==> config.mk <==
export PLATFORM = sky130hd
export DESIGN_NAME = lcd_pixfetch
export DESIGN_NICKNAME = d
export VERILOG_FILES = /design/src/rtl/lcd_pix_pkg.sv /design/src/rtl/lcd_word_fifo.sv /design/src/rtl/lcd_unpacker.sv /design/src/rtl/lcd_gray_map.sv /design/src/rtl/lcd_pixfetch.sv
export SDC_FILE = /design/constraint.sdc
export NUM_CORES = 1
export LEC_CHECK = 0
export BUFFER_PORTS_ARGS = -buffer_cell sky130_fd_sc_hd__buf_4
export CELL_PAD_IN_SITES_DETAIL_PLACEMENT = 0
export CELL_PAD_IN_SITES_GLOBAL_PLACEMENT = 1
export CORE_MARGIN = 2
export CORE_UTILIZATION = 46
export DETAILED_ROUTE_END_ITERATION = 16
export PLACE_DENSITY = 0.83
export SYNTH_ARGS = -nofsm -noshare
export SYNTH_HDL_FRONTEND = slang
export SYNTH_SLANG_ARGS = --single-unit
==> constraint.sdc <==
create_clock -name clk -period 3.65 [get_ports clk]
set_input_delay 0.5475 -clock clk [delete_from_list [all_inputs] [get_ports clk]]
set_output_delay 0.5475 -clock clk [all_outputs]
set_load 0.05 [all_outputs]
==> src/rtl/lcd_pix_pkg.sv <==
package lcd_pix_pkg;

  typedef enum logic [1:0] {
    BPP_1   = 2'b00,
    BPP_2   = 2'b01,
    BPP_4   = 2'b10,
    BPP_4_X = 2'b11
  } bpp_e;

  // highest pixel position inside a 32-bit word for a given depth
  function automatic logic [4:0] last_pos(bpp_e b);
    case (b)
      BPP_1:   return 5'd31;
      BPP_2:   return 5'd15;
      default: return 5'd7;
    endcase
  endfunction

  // little-endian pixel extraction, zero-extended to 4 bits
  function automatic logic [3:0] pick_pixel(logic [31:0] w, bpp_e b, logic [4:0] pos);
    case (b)
      BPP_1:   return {3'b000, w[pos]};
      BPP_2:   return {2'b00, w[{pos[3:0], 1'b0} +: 2]};
      default: return w[{pos[2:0], 2'b00} +: 4];
    endcase
  endfunction

  // sixteen 4-bit entries packed in a 64-bit table
  function automatic logic [3:0] pal_entry(logic [63:0] tbl, logic [3:0] code);
    return tbl[{code, 2'b00} +: 4];
  endfunction

endpackage

==> src/rtl/lcd_word_fifo.sv <==
module lcd_word_fifo #(
  parameter int DEPTH = 9,
  parameter int W     = 32,
  localparam int AW   = (DEPTH > 1) ? $clog2(DEPTH) : 1,
  localparam int CW   = $clog2(DEPTH + 1)
) (
  input  logic          clk,
  input  logic          rst_n,
  input  logic          flush,
  input  logic          push,
  input  logic [W-1:0]  din,
  input  logic          pop,
  output logic [W-1:0]  head,
  output logic [CW-1:0] level,
  output logic          empty
);
  localparam logic [AW-1:0] LAST_SLOT = AW'(DEPTH - 1);
  localparam logic [CW-1:0] FULL_LVL  = CW'(DEPTH);

  logic [W-1:0]  mem [DEPTH];
  logic [AW-1:0] wr_ptr, rd_ptr;
  logic          push_ok, pop_ok;

  assign empty   = (level == '0);
  assign push_ok = push && (level != FULL_LVL);
  assign pop_ok  = pop && !empty;
  assign head    = mem[rd_ptr];

  always_ff @(posedge clk) begin
    if (push_ok) mem[wr_ptr] <= din;
  end

  always_ff @(posedge clk or negedge rst_n) begin
    if (!rst_n) begin
      wr_ptr <= '0;
      rd_ptr <= '0;
      level  <= '0;
    end else if (flush) begin
      wr_ptr <= '0;
      rd_ptr <= '0;
      level  <= '0;
    end else begin
      if (push_ok) wr_ptr <= (wr_ptr == LAST_SLOT) ? '0 : wr_ptr + 1'b1;
      if (pop_ok)  rd_ptr <= (rd_ptr == LAST_SLOT) ? '0 : rd_ptr + 1'b1;
      case ({push_ok, pop_ok})
        2'b10:   level <= level + 1'b1;
        2'b01:   level <= level - 1'b1;
        default: level <= level;
      endcase
    end
  end
endmodule

==> src/rtl/lcd_unpacker.sv <==
module lcd_unpacker
  import lcd_pix_pkg::*;
(
  input  logic        clk,
  input  logic        rst_n,
  input  logic        en,
  input  bpp_e        bpp,
  input  logic        adv,
  input  logic        empty,
  input  logic [31:0] head,
  output logic [3:0]  pix,
  output logic        pop,
  output logic [4:0]  pos,
  output logic        underrun
);
  logic at_last, starve;

  assign at_last = (pos == last_pos(bpp));
  assign pop     = en && adv && !empty && at_last;
  assign starve  = en && adv && empty;
  assign pix     = empty ? 4'd0 : pick_pixel(head, bpp, pos);

  always_ff @(posedge clk or negedge rst_n) begin
    if (!rst_n) begin
      pos      <= '0;
      underrun <= 1'b0;
    end else begin
      if (!en)                 pos <= '0;
      else if (adv && !empty)  pos <= at_last ? 5'd0 : pos + 5'd1;
      if (starve) underrun <= 1'b1;
    end
  end
endmodule

==> src/rtl/lcd_gray_map.sv <==
module lcd_gray_map
  import lcd_pix_pkg::*;
(
  input  logic        clk,
  input  logic        rst_n,
  input  logic        lo_we,
  input  logic [31:0] lo_d,
  input  logic        hi_we,
  input  logic [31:0] hi_d,
  input  logic        snooze,
  input  logic        pix_ok,
  input  logic [3:0]  pix,
  output logic [3:0]  gray
);
  logic [31:0] pal_lo, pal_hi;

  always_ff @(posedge clk or negedge rst_n) begin
    if (!rst_n) begin
      pal_lo <= '0;
      pal_hi <= '0;
    end else begin
      if (lo_we) pal_lo <= lo_d;
      if (hi_we) pal_hi <= hi_d;
    end
  end

  always_comb begin
    if (!pix_ok)     gray = 4'd0;
    else if (snooze) gray = pix;
    else             gray = pal_entry({pal_hi, pal_lo}, pix);
  end
endmodule

==> src/rtl/lcd_pixfetch.sv <==
module lcd_pixfetch
  import lcd_pix_pkg::*;
#(
  parameter int DEPTH    = 9,
  parameter int LOW_MARK = 5,
  localparam int CW      = $clog2(DEPTH + 1)
) (
  input  logic        clk,
  input  logic        rst_n,
  input  logic        cfg_we,
  input  logic        cfg_enable,
  input  logic [1:0]  cfg_bpp,
  input  logic        pal_lo_we,
  input  logic [31:0] pal_lo_data,
  input  logic        pal_hi_we,
  input  logic [31:0] pal_hi_data,
  input  logic        snooze,
  input  logic        wr_valid,
  input  logic [31:0] wr_data,
  output logic        dma_req,
  input  logic        pix_adv,
  output logic [3:0]  gray,
  output logic        underrun
);
  localparam logic [CW-1:0] LOW_LVL = CW'(LOW_MARK);

  logic          ctl_en;
  bpp_e          ctl_bpp;
  logic [CW-1:0] fifo_cnt;
  logic          fifo_empty;
  logic [31:0]   head_word;
  logic          pop_evt;
  logic [4:0]    pix_idx;
  logic [3:0]    raw_pix;

  // control word: depth only writable while disabled
  always_ff @(posedge clk or negedge rst_n) begin
    if (!rst_n) begin
      ctl_en  <= 1'b0;
      ctl_bpp <= BPP_1;
    end else if (cfg_we) begin
      ctl_en <= cfg_enable;
      if (!ctl_en) ctl_bpp <= bpp_e'(cfg_bpp);
    end
  end

  lcd_word_fifo #(.DEPTH(DEPTH), .W(32)) u_fifo (
    .clk   (clk),
    .rst_n (rst_n),
    .flush (!ctl_en),
    .push  (wr_valid && ctl_en),
    .din   (wr_data),
    .pop   (pop_evt),
    .head  (head_word),
    .level (fifo_cnt),
    .empty (fifo_empty)
  );

  lcd_unpacker u_unpack (
    .clk      (clk),
    .rst_n    (rst_n),
    .en       (ctl_en),
    .bpp      (ctl_bpp),
    .adv      (pix_adv),
    .empty    (fifo_empty),
    .head     (head_word),
    .pix      (raw_pix),
    .pop      (pop_evt),
    .pos      (pix_idx),
    .underrun (underrun)
  );

  lcd_gray_map u_map (
    .clk    (clk),
    .rst_n  (rst_n),
    .lo_we  (pal_lo_we),
    .lo_d   (pal_lo_data),
    .hi_we  (pal_hi_we),
    .hi_d   (pal_hi_data),
    .snooze (snooze),
    .pix_ok (ctl_en && !fifo_empty),
    .pix    (raw_pix),
    .gray   (gray)
  );

  assign dma_req = ctl_en && (fifo_cnt <= LOW_LVL);
endmodule

==> key figures, run 1 <==
Outcome
  • Status: complete, but fails checks
  • Failing checks: setup timing

Logic synthesis
  • Average size of a mapped cell: ~15 µm²
  • Post-synth EDFFs: roughly 290
  • Top-area cell type share of the netlist area: between 50 and 60%
  • Ys async rst share: around 23%
  • Synth cell count leaders: edfxtp_1 (288), mux2i_1 (96), dfrtp_1 (85)
  • Yosys warning total: 0
  • Leading area contributor after synthesis: edfxtp_1
  • Post-synthesis cell count: roughly 1100
  • Yosys reg bits: 373
  • Top-count cell post-synth: edfxtp_1
  • Synth top area cells: edfxtp_1 (52%), dfrtp_1 (13%), mux2i_1 (5.8%), mux2_2 (5.4%), mux4_2 (4.1%)
  • Post-Syn Area: 16500 µm²
  • Register area share after synthesis: about two thirds
  • Synth Flop Type: edfxtp_1
  • Post-synthesis cell type count: 83
  • Syn_nets: 1197

Global route
  • First-pass GRT wire length: 64.0 mm
  • Met1 Use GR: 30.6%
  • Met3 Use GR: approximately 3.9%
  • M2 GR Usage: a little over a third
  • Gr ovfl total: 0
  • Pin count of the biggest net entering global routing: 64
  • Busiest grt layer: met2
  • All-Layer GR Usage: 22.3%
  • Vias in the first global route: 10900
  • Initial antenna violation count: 0

Clocking
  • Clock sink count: ~370
  • CTS tree: yes
  • Clk slew on worst S/H paths: about 0.060 ns
  • Clock Path Buffers: 3
  • Number of H-tree levels: 2
  • Root Buffer: clkbuf_16
  • Clk_lat worst skew: about 0.53 ns
  • Total CTS buffers: 39

Cells and area
  • Fin nets: between 1000 and 1500
  • Synth-to-layout area growth: 25.9%
  • Fillers: between 2000 and 3000
  • # diodes: 0
  • Share of cells above drive strength 1: 38.7%
  • Finished Core Util: approximately three fifths

Routing
  • DR vias/cell: 5.71
  • DRT Wirelength: 41.8 mm
  • Drt drc: 0
  • First-pass DRT Iterations: 5
  • Routed Antenna Nets: 0
  • Routed vias: 10500
  • DRT iter0 DRCs: ~800
  • Wire length per cell: ~23 µm

STA
  • Clk_skew: roughly 0.014 ns
  • PnR worst setup slack: -1.15 ns
  • # setup viols final: 4
  • Final period util: 132%
  • Worst-margin pin slew: between 0.8 and 0.9 ns
  • Hold WS: 0.119 ns
  • Final Critical Period: between 4 and 5 ns
  • Unrepaired setup endpoints after global routing: yes
  • Hold Fails Final Rpt: 0
  • Slew margin rel.: roughly 43%
  • Max Slew Vio Count: 0
  • Fmax: approximately 210 MHz

Worst setup path
  • Worst-path cell chain: buf_12 > buf_16 > buf_4 > mux4_2 > nand2b_4 > a32o_2 > o21ai_2 > a32o_2 > nand4_1 > o211ai_4 > a21o_4 > mux2_4 > o311ai_2 > o211a_2 > buf_8
  • WS Path Type: reg -> out
  • WP data required: 3.10 ns
  • Cell mode on critical path: a32o_2
  • Startpoint Class: flop
  • CP bufs+invs: 4
  • Critical Path Max Stage Delay: approximately 0.53 ns
  • Worst r2r src: u_unpack.pos[3]
  • Crit Path Max Fanout: 7
  • Arr. time, crit path: around 4.3 ns
  • Worst R2R Setup Slack: about 0.76 ns
  • Cell family with most CP delay: compound AO/OA/AOI/OAI gates
  • Reg2reg end: u_fifo.level[3]
  • Worst-case reg-to-reg path depth: 13
  • CP endpoint kind: primary output
  • Worst path slowest cell: dfrtp_4

Power
  • VDD IR-drop max: approximately 0.33 mV
  • PD cells: just under 500 nW/µm²
  • Lkg Pwr: 7.57 nW

Place
  • Final GP Congestion: ~0.90
  • Hpwl dp: 27.8 mm
  • I/O Buffers: about 110

Floorplanning
  • Ports: 113
  • Starting Density: ~47%
  • Die ar.: around 37000 µm²
  • Placement Rows: 69
  • Core footprint: approximately 35000 µm²
  • Die boundary width: roughly 190 µm
  • Die Y: just under 200 µm

Job
  • Max_cap viols: 0

Min path
  • Hold Path Class: in -> async
[placed cells by master (no fill, tap or decap), types with 6 or more instances in the layout]
master	count
edfxtp_1	288
buf_4	256
mux2i_1	94
dfrtp_1	83
mux2_2	77
nand2_1	54
nor2_1	41
clkbuf_16	40
mux4_2	30
a21oi_1	27
nand3_1	26
o21ai_0	23
buf_12	22
a22o_1	19
inv_1	13
clkinv_1	12
a22oi_1	12
nand2b_1	11
and3_1	10
clkinv_2	10
nor3_1	9
ha_1	9
and2_1	8
a311o_1	7
o21ai_1	6
a31oi_1	6
[metrics by stage]
step                TNS [ns]  instances  setup WS [ns]  power [mW]  cell area [µm²]
floorplan             -0.928       1080         -0.274        5.61            16600
global placement       -2.62       1744         -0.731        6.23            19000
detailed placement     -2.66       1744         -0.727        6.25            19000
CTS                    -4.59       1830          -1.16        10.1            20600
global route           -5.05       1832          -1.31        10.4            20800
finish                 -4.46       1832          -1.15        10.1            20800
[what timing repair did]
item                                    4_1_cts  5_1_grt
hold buffers                                  0        0
endpoints found under the setup margin        4        4
resized for setup                            27       33
pin swaps                                    23       18
cloned                                        3        0
hold endpoints to repair                      0        0
setup buffers                                14        2
[power by group]
part	internal (mW)	switching, mW	total, mW
combinational	0.737	0.760	1.50
sequential	4.70	0.0708	4.77
clock	2.22	1.60	3.82
[worst max path at each step]
| stage | startpoint | endpoint | slack (ns) | cells past startpoint |
|---|---|---|---|---|
| floorplan | u_fifo.rd_ptr[0] | gray[0] | -0.27 | 15 |
| finish | u_fifo.rd_ptr[0] | gray[3] | -1.15 | 15 |
| CTS | u_fifo.rd_ptr[0] | gray[2] | -1.16 | 15 |
| global route | u_fifo.rd_ptr[0] | gray[3] | -1.31 | 15 |
| detailed placement | u_fifo.rd_ptr[0] | gray[2] | -0.73 | 16 |
| global placement | u_fifo.rd_ptr[0] | gray[2] | -0.73 | 16 |
[state kept, by name, summed over array words and instances (netlist names), 2 cells and up]
register and flops:
u_fifo.mem 288, u_fifo.wr_ptr 4, u_fifo.level 4, ctl_bpp 2, u_unpack.pos 5, u_map.pal_lo 32
u_fifo.rd_ptr 4, u_map.pal_hi 32
[final cells by class]
| type | count | area, µm² | share of cell area [%] |
|---|---|---|---|
| inverters | 15 | 56.3 | 0.271 |
| flip-flops and latches | 373 | 10800 | 51.9 |
| clock buffers | 45 | 1020 | 4.91 |
| multi-input cells | 623 | 5560 | 26.8 |
| well taps | 461 | 577 | 2.78 |
| clock inverters | 27 | 219 | 1.05 |
| repair buffers | 288 | 2540 | 12.2 |
[per-layer routing]
| layer | routed length [µm] | part of all wire [%] | up-vias |
|---|---|---|---|
| met5 | 0 | 0 | - |
| met4 | 1420 | 3.4 | 0 |
| met3 | 2520 | 6.0 | 77 |
| met2 | 19800 | 47 | 368 |
| met1 | 18000 | 43 | 5238 |
| li1 | - | - | 4772 |
[kinds of logic (layout without fill, tap and decap cells)]
| family | count (synthesis) | after routing | synth area share (%) |
|---|---|---|---|
| compound gates | 197 | 197 | 9.04 |
| buf+inv | 84 | 375 | 2.78 |
| xor+xnor | 5 | 5 | 0.266 |
| flops | 373 | 373 | 65.4 |
| simple gates | 199 | 199 | 5.90 |
| mux | 212 | 212 | 15.8 |
| fa+ha+maj | 10 | 10 | 0.805 |
Power figures use the tool's default switching activity.
==> run 2, diff against run 1 <==
- CELL_PAD_IN_SITES_DETAIL_PLACEMENT: 0 -> unset
- CELL_PAD_IN_SITES_GLOBAL_PLACEMENT: 1 -> unset
- CORE_UTILIZATION: 46 -> 55
==> run 2 against run 1 <==
The flow still finishes with violations (setup timing). Sequential cell count unchanged. First-iteration DRC count increased by 59%. Cell count is 4.2% lower. Design area down 0.71%. Sequential share of layout area grew 0.38 points. Die area is 16% lower. Largest power group unchanged.
==> key figures, run 2 (synthesized netlist as in run 1, its figures left out) <==
Floorplanning
  • Ports: 113 (unchanged)
  • Placement Rows: 63 (-8.7%)
  • Die Y: 177 µm (-8.4%)
  • Die ar.: 31400 µm² (-16%)
  • Die boundary width: 177 µm (-8.4%)
  • Starting Density: 55.8% (+9.2 points)
  • Core footprint: 29600 µm² (-16%)

STA
  • PnR worst setup slack: -1.27 ns (-0.115 ns)
  • Hold Fails Final Rpt: 0 (unchanged)
  • # setup viols final: 4 (unchanged)
  • Max Slew Vio Count: 0 (unchanged)
  • Slew margin rel.: 38.4% (-4.1 points)
  • Worst-margin pin slew: 0.924 ns (+0.0622 ns)
  • Clk_skew: 0.0261 ns (+0.0117 ns)
  • Final Critical Period: 4.92 ns (+0.115 ns)
  • Unrepaired setup endpoints after global routing: yes
  • Fmax: 203 MHz (-2.3%)
  • Final period util: 135% (+3.2 points)

Global route
  • First-pass GRT wire length: 64.1 mm (+0.13%)
  • All-Layer GR Usage: 27.2% (+4.9 points)
  • Vias in the first global route: 11100 (+1.8%)
  • Initial antenna violation count: 0 (unchanged)
  • Pin count of the biggest net entering global routing: 73 (+14%)
  • Gr ovfl total: 0 (unchanged)

Cells and area
  • Top flop regs: u_fifo.mem: 288 flops, u_map.pal_hi: 32 flops, u_map.pal_lo: 32 flops
  • # diodes: 0 (unchanged)
  • Fillers: 1916 (-30%)
  • Synth-to-layout area growth: 25.0%
  • Share of cells above drive strength 1: 38.5% (-0.20 points)
  • Fin cells: 1755 (-4.2%)
  • Fin nets: 1454 (-0.21%)
  • Finished Core Util: 69.7% (+11 points)
  • Most frequent cells in the layout: edfxtp_1 (288), buf_4 (254), mux2i_1 (89)
  • Leading cell type in the layout, fill and taps excluded: edfxtp_1
  • Max reg flops: 288 (unchanged)
  • Most flop-heavy register: u_fifo.mem

Routing
  • Wire length per cell: 24.4 µm (+6.8%)
  • Drt drc: 0 (unchanged)
  • DRT iter0 DRCs: 1251 (+59%)
  • Routed Antenna Nets: 0 (unchanged)
  • First-pass DRT Iterations: 5 (unchanged)
  • DR vias/cell: 6.23 (+9.1%)
  • DRT Wirelength: 42.8 mm (+2.3%)
  • Routed vias: 10900 (+4.5%)

Clocking
  • Post-CTS Hold Fix Bufs: 0 (unchanged)
  • Clk slew on worst S/H paths: 0.06 ns (about the same)
  • Total CTS buffers: 39 (unchanged)
  • Number of H-tree levels: 2 (unchanged)
  • Clk_lat worst skew: 0.54 ns (about the same)
  • Clock sink count: 373 (unchanged)
  • Root Buffer: clkbuf_16
  • CTS tree: yes
  • Clock Path Buffers: 3 (unchanged)

Job
  • Max_cap viols: 0 (unchanged)

Worst setup path
  • WP data required: 3.10 ns (about the same)
  • CP endpoint kind: primary output
  • Crit Path Max Fanout: 7 (unchanged)
  • WS Path Type: reg -> out
  • Startpoint Class: flop
  • Arr. time, crit path: 4.37 ns (+0.11 ns)

Min path
  • Hold Path Class: in -> async

Place
  • Dpl cells: 1659 (-4.9%)
  • I/O Buffers: 112 (unchanged)
  • Final GP Congestion: 0.934 (+4.0%)
  • Hpwl dp: 27.7 mm (-0.12%)

Outcome
  • Failing checks: setup timing
  • Status: complete, but fails checks

Power
  • Lkg Pwr: 7.51 nW (-0.68%)
  • PD cells: 495 nW/µm² (+1.8%)
  • VDD IR-drop max: 0.476 mV (+43%)
==> run 2: cell count changes in the layout (fill, tap and decap cells not counted), moves of 3 or more <==
cell	change
buf_6	+8
clkinv_2	-7
buf_12	-6
clkbuf_8	+6
mux2i_1	-5
mux2i_2	+4
a21oi_2	-3
clkinv_1	-3
==> run 2: power breakdown <==
part	leakage (nW)	switching, mW	total (mW)	internal [mW]
clock network	0.623	1.60	3.91	2.31
registers	3.62	0.0724	4.78	4.70
logic	3.27	0.774	1.52	0.743
==> run 2: layout make-up <==
cell class | count | area [µm²] | share of cell area (%)
Timing Repair Buffer | 285 | 2430 | 11.8
Clock inverter | 18 | 200 | 0.971
Inverter | 15 | 56.3 | 0.273
Multi-Input combinational cell | 623 | 5580 | 27.1
Tap cell | 390 | 488 | 2.37
Sequential cell | 373 | 10800 | 52.3
Clock buffer | 51 | 1080 | 5.25
==> run 2: worst paths after layout <==
| kind | start | to | slack [ns] | cells past startpoint |
|---|---|---|---|---|
| worst max-delay path | u_fifo.rd_ptr[0] | gray[2] | -1.27 | 13 |
| min in group clk | wr_data[30] | u_fifo.mem[3][30] | 0.25 | 1 |
| max in group asynchronous | rst_n | u_map.pal_hi[30] | 2.72 | 2 |
| worst min register to register | u_unpack.underrun | u_unpack.underrun | 0.49 | 1 |
| worst min-delay path | rst_n | u_map.pal_lo[9] | 0.16 | 1 |
| worst max register to register | u_unpack.pos[4] | u_fifo.level[3] | 0.77 | 14 |
==> run 2: stage by stage <==
| step | hold slack [ns] | power [mW] | TNS [ns] | instance area [µm²] | setup slack (ns) |
|---|---|---|---|---|---|
| final | 0.163 | 10.2 | -4.83 | 20600 | -1.27 |
| after CTS | 0.179 | 10.2 | -4.65 | 20400 | -1.18 |
| after global placement | 0.456 | 6.17 | -2.36 | 18800 | -0.655 |
| after global routing | 0.224 | 10.5 | -5.25 | 20600 | -1.39 |
| after detailed placement | 0.491 | 6.20 | -2.68 | 18800 | -0.774 |
| after floorplan | 0.252 | 5.61 | -0.928 | 16600 | -0.274 |
==> run 2: timing repair <==
action	CTS	global route
cloned	1	1
buffers inserted	18	8
resized for setup	46	21
pin swaps	33	21
hold endpoints to repair	0	0
setup endpoints to repair	4	4
==> run 2: critical path, cell delays in order, from the launching register on <==
cell and delay (ns):
dfrtp_4 0.49, buf_12 0.15, mux2_2 0.33, a222oi_1 0.59, a22o_2 0.34, a22o_1 0.18, nor4_1 0.05, or3_1 0.30
a221o_1 0.39, mux4_2 0.30, mux2_4 0.30, o21ai_4 0.17, o21ai_4 0.07, buf_6 0.15
==> run 2: metal layers <==
metal,global-route usage [%],wire (µm)
met1,36.7,17000
met2,44.9,20800
met3,3.89,3490
met4,10.7,1510
met5,0,0
==> run 3, diff against run 2 <==
- clock period: 3.65 -> 4.1 ns (I/O delays scaled with it)
==> run 3 against run 2 <==
The flow still finishes with violations (setup timing). Combinational power decreased by 14%. Non-clock buffer count decreased by 17. Global-route usage decreased by 0.62 points.
==> key figures, run 3 (synthesized netlist as in run 1, its figures left out) <==
Cells and area
  • Fin nets: 1437 (-1.2%)
  • Max reg flops: 288 (unchanged)
  • Top flop regs: u_fifo.mem: 288 flops, u_map.pal_hi: 32 flops, u_map.pal_lo: 32 flops
  • Storage element area: 10800 µm² (about the same)
  • Fin cells: 1738 (-0.97%)
  • Most flop-heavy register: u_fifo.mem
  • Most frequent cells in the layout: edfxtp_1 (288), buf_4 (236), mux2i_1 (92)
  • Multi-input logic area: 5590 µm² (+0.34%)
  • Synth-to-layout area growth: 24.2%
  • Leading cell type in the layout, fill and taps excluded: edfxtp_1
  • Share of cells above drive strength 1: 37.8% (-0.70 points)
  • # diodes: 0 (unchanged)
  • Finished Core Util: 69.2% (-0.47 points)
  • Fillers: 1932 (+0.84%)

Job
  • Max_cap viols: 0 (unchanged)

Worst setup path
  • WP data required: 3.48 ns (+0.38 ns)
  • CP endpoint kind: primary output
  • Critical Path Max Stage Delay: 0.51 ns (-0.08 ns)
  • Startpoint Class: flop
  • Crit Path Max Fanout: 13 (+6)
  • Worst-path cell chain: buf_4 > buf_12 > buf_12 > buf_12 > mux4_2 > nand2_1 > nand3_2 > and3_4 > o311ai_2 > nand4_1 > o211ai_4 > a21o_4 > mux2_4 > o311ai_4 > o211a_1 > buf_6
  • WS Path Type: reg -> out
  • Worst path slowest cell: dfrtp_4
  • Cell mode on critical path: buf_12
  • Arr. time, crit path: 4.42 ns (+0.05 ns)

Global route
  • Vias in the first global route: 10900 (-1.3%)
  • Pin count of the biggest net entering global routing: 46 (-37%)
  • All-Layer GR Usage: 26.6% (-0.62 points)
  • First-pass GRT wire length: 62.6 mm (-2.3%)
  • Initial antenna violation count: 0 (unchanged)
  • Gr ovfl total: 0 (unchanged)

Clocking
  • Clk slew on worst S/H paths: 0.06 ns (about the same)
  • Clock sink count: 373 (unchanged)
  • Number of H-tree levels: 2 (unchanged)
  • Post-CTS Hold Fix Bufs: 0 (unchanged)
  • Clock Path Buffers: 3 (unchanged)
  • Clk_lat worst skew: 0.54 ns (about the same)
  • CTS tree: yes
  • Total CTS buffers: 39 (unchanged)
  • Root Buffer: clkbuf_16

Power
  • PD cells: 439 nW/µm² (-11%)
  • Clock share of power: 38.0% (-0.3 points)
  • VDD IR-drop max: 0.357 mV (-25%)
  • Sw Pwr: 2.20 mW (-10%)
  • Combinational share of power: 14.6% (-0.3 points)
  • Cell internal pwr: 6.77 mW (-13%)
  • Sequential Power Share: 47.4% (+0.6 points)
  • Lkg Pwr: 7.41 nW (-1.4%)
  • Switching part of the total: 24.5% (+0.54 points)

STA
  • Slew margin rel.: 25.9% (-12 points)
  • Max Slew Vio Count: 0 (unchanged)
  • Fmax: ~200 MHz
  • Final period util: 123%
  • Hold Fails Final Rpt: 0 (unchanged)
  • Worst-margin pin slew: 1.11 ns (+0.187 ns)
  • # setup viols final: 4 (unchanged)
  • Clk_skew: 0.0247 ns (-0.00136 ns)
  • Hold WS: 0.102 ns (-0.0609 ns)
  • PnR worst setup slack: -0.935 ns (+0.334 ns)
  • Unrepaired setup endpoints after global routing: yes
  • Final Critical Period: 5.03 ns

Routing
  • DR vias/cell: 6.18 (-0.70%)
  • Drt drc: 0 (unchanged)
  • Routed Antenna Nets: 0 (unchanged)
  • Wire length per cell: 24.0 µm (-1.7%)
  • First-pass DRT Iterations: 5 (unchanged)
  • Routed vias: 10700 (-1.7%)
  • DRT iter0 DRCs: 1202 (-3.9%)
  • DRT Wirelength: 41.7 mm (-2.6%)

Place
  • Final GP Congestion: 0.956 (+2.3%)
  • I/O Buffers: 112 (unchanged)
  • Dpl cells: 1633 (-1.6%)
  • Hpwl dp: 26.6 mm (-4.1%)
  • Setup WS pre-CTS: -0.474 ns (+0.300 ns)

Floorplanning
  • Die ar.: 31400 µm² (unchanged)
  • Placement Rows: 63 (unchanged)
  • Die boundary width: 177 µm (unchanged)
  • Ports: 113 (unchanged)
  • Die Y: 177 µm (unchanged)
  • Core footprint: 29600 µm² (unchanged)
  • Starting Density: 55.8% (unchanged)

Min path
  • Hold Path Class: in -> async

Outcome
  • Failing checks: setup timing
  • Status: complete, but fails checks
## run 3: area by class of cell
| cell class | instances | area share (%) |
|---|---|---|
| Clock inverter | 21 | 1.05 |
| Sequential cell | 373 | 52.7 |
| Clock buffer | 48 | 4.93 |
| Timing Repair Buffer | 268 | 11.4 |
| Tap cell | 390 | 2.38 |
| Inverter | 15 | 0.275 |
| Multi-Input combinational cell | 623 | 27.3 |
## run 3: stage by stage
stage | total power, mW | cell area (µm²) | setup TNS, ns
final | 8.98 | 20500 | -3.51
after global routing | 9.26 | 20500 | -3.94
after CTS | 8.94 | 20200 | -3.08
after detailed placement | 5.47 | 18500 | -1.43
after global placement | 5.45 | 18500 | -1.39
after floorplan | 4.97 | 16500 | -0.0932
## run 3: layer usage
metal  track usage, %  vias up  wire (µm)  part of all wire, %
met5                0        -          0                    0
met4             9.68        0       1190                  2.9
met3             4.68       86       3190                  7.7
met1             35.2     5406      17000                   41
li1                 -     4727          -                    -
met2             44.4      525      20300                   49
## run 3: worst paths after layout
check | startpoint | slack, ns | cells after the start | to
worst max-delay path | u_fifo.rd_ptr[0] | -0.93 | 16 | gray[3]
worst min-delay path | rst_n | 0.10 | 1 | u_map.pal_lo[4]
worst max register to register | u_unpack.pos[3] | 0.87 | 14 | u_fifo.level[3]
worst min register to register | u_unpack.underrun | 0.48 | 1 | u_unpack.underrun
max in group asynchronous | rst_n | 3.05 | 2 | u_map.pal_lo[25]
min in group clk | cfg_we | 0.30 | 2 | ctl_en
## run 3: critical path: cells and delay by family, from the launching register on
kind,cells,cell delay [ns]
muxes,2,0.73
DFF,1,0.51
and+or+nand+nor,4,0.65
AOI/OAI and AO/OA,5,1.27
buffers and inverters,5,0.73
## run 3: power groups by stage
stage | Sequential, mW | Clock [mW] | Combinational [mW]
CTS | 4.26 | 3.44 | 1.24
global placement | 4.33 | 0 | 1.12
detailed placement | 4.33 | 0 | 1.13
global route | 4.27 | 3.60 | 1.40
finish | 4.26 | 3.41 | 1.31
floorplan | 4.31 | 0 | 0.664
## run 3: what timing repair did
item	CTS	global route
gates resized for setup	40	40
setup endpoints to repair	4	4
buffers inserted	19	16
cloned	1	0
pin swaps	16	25
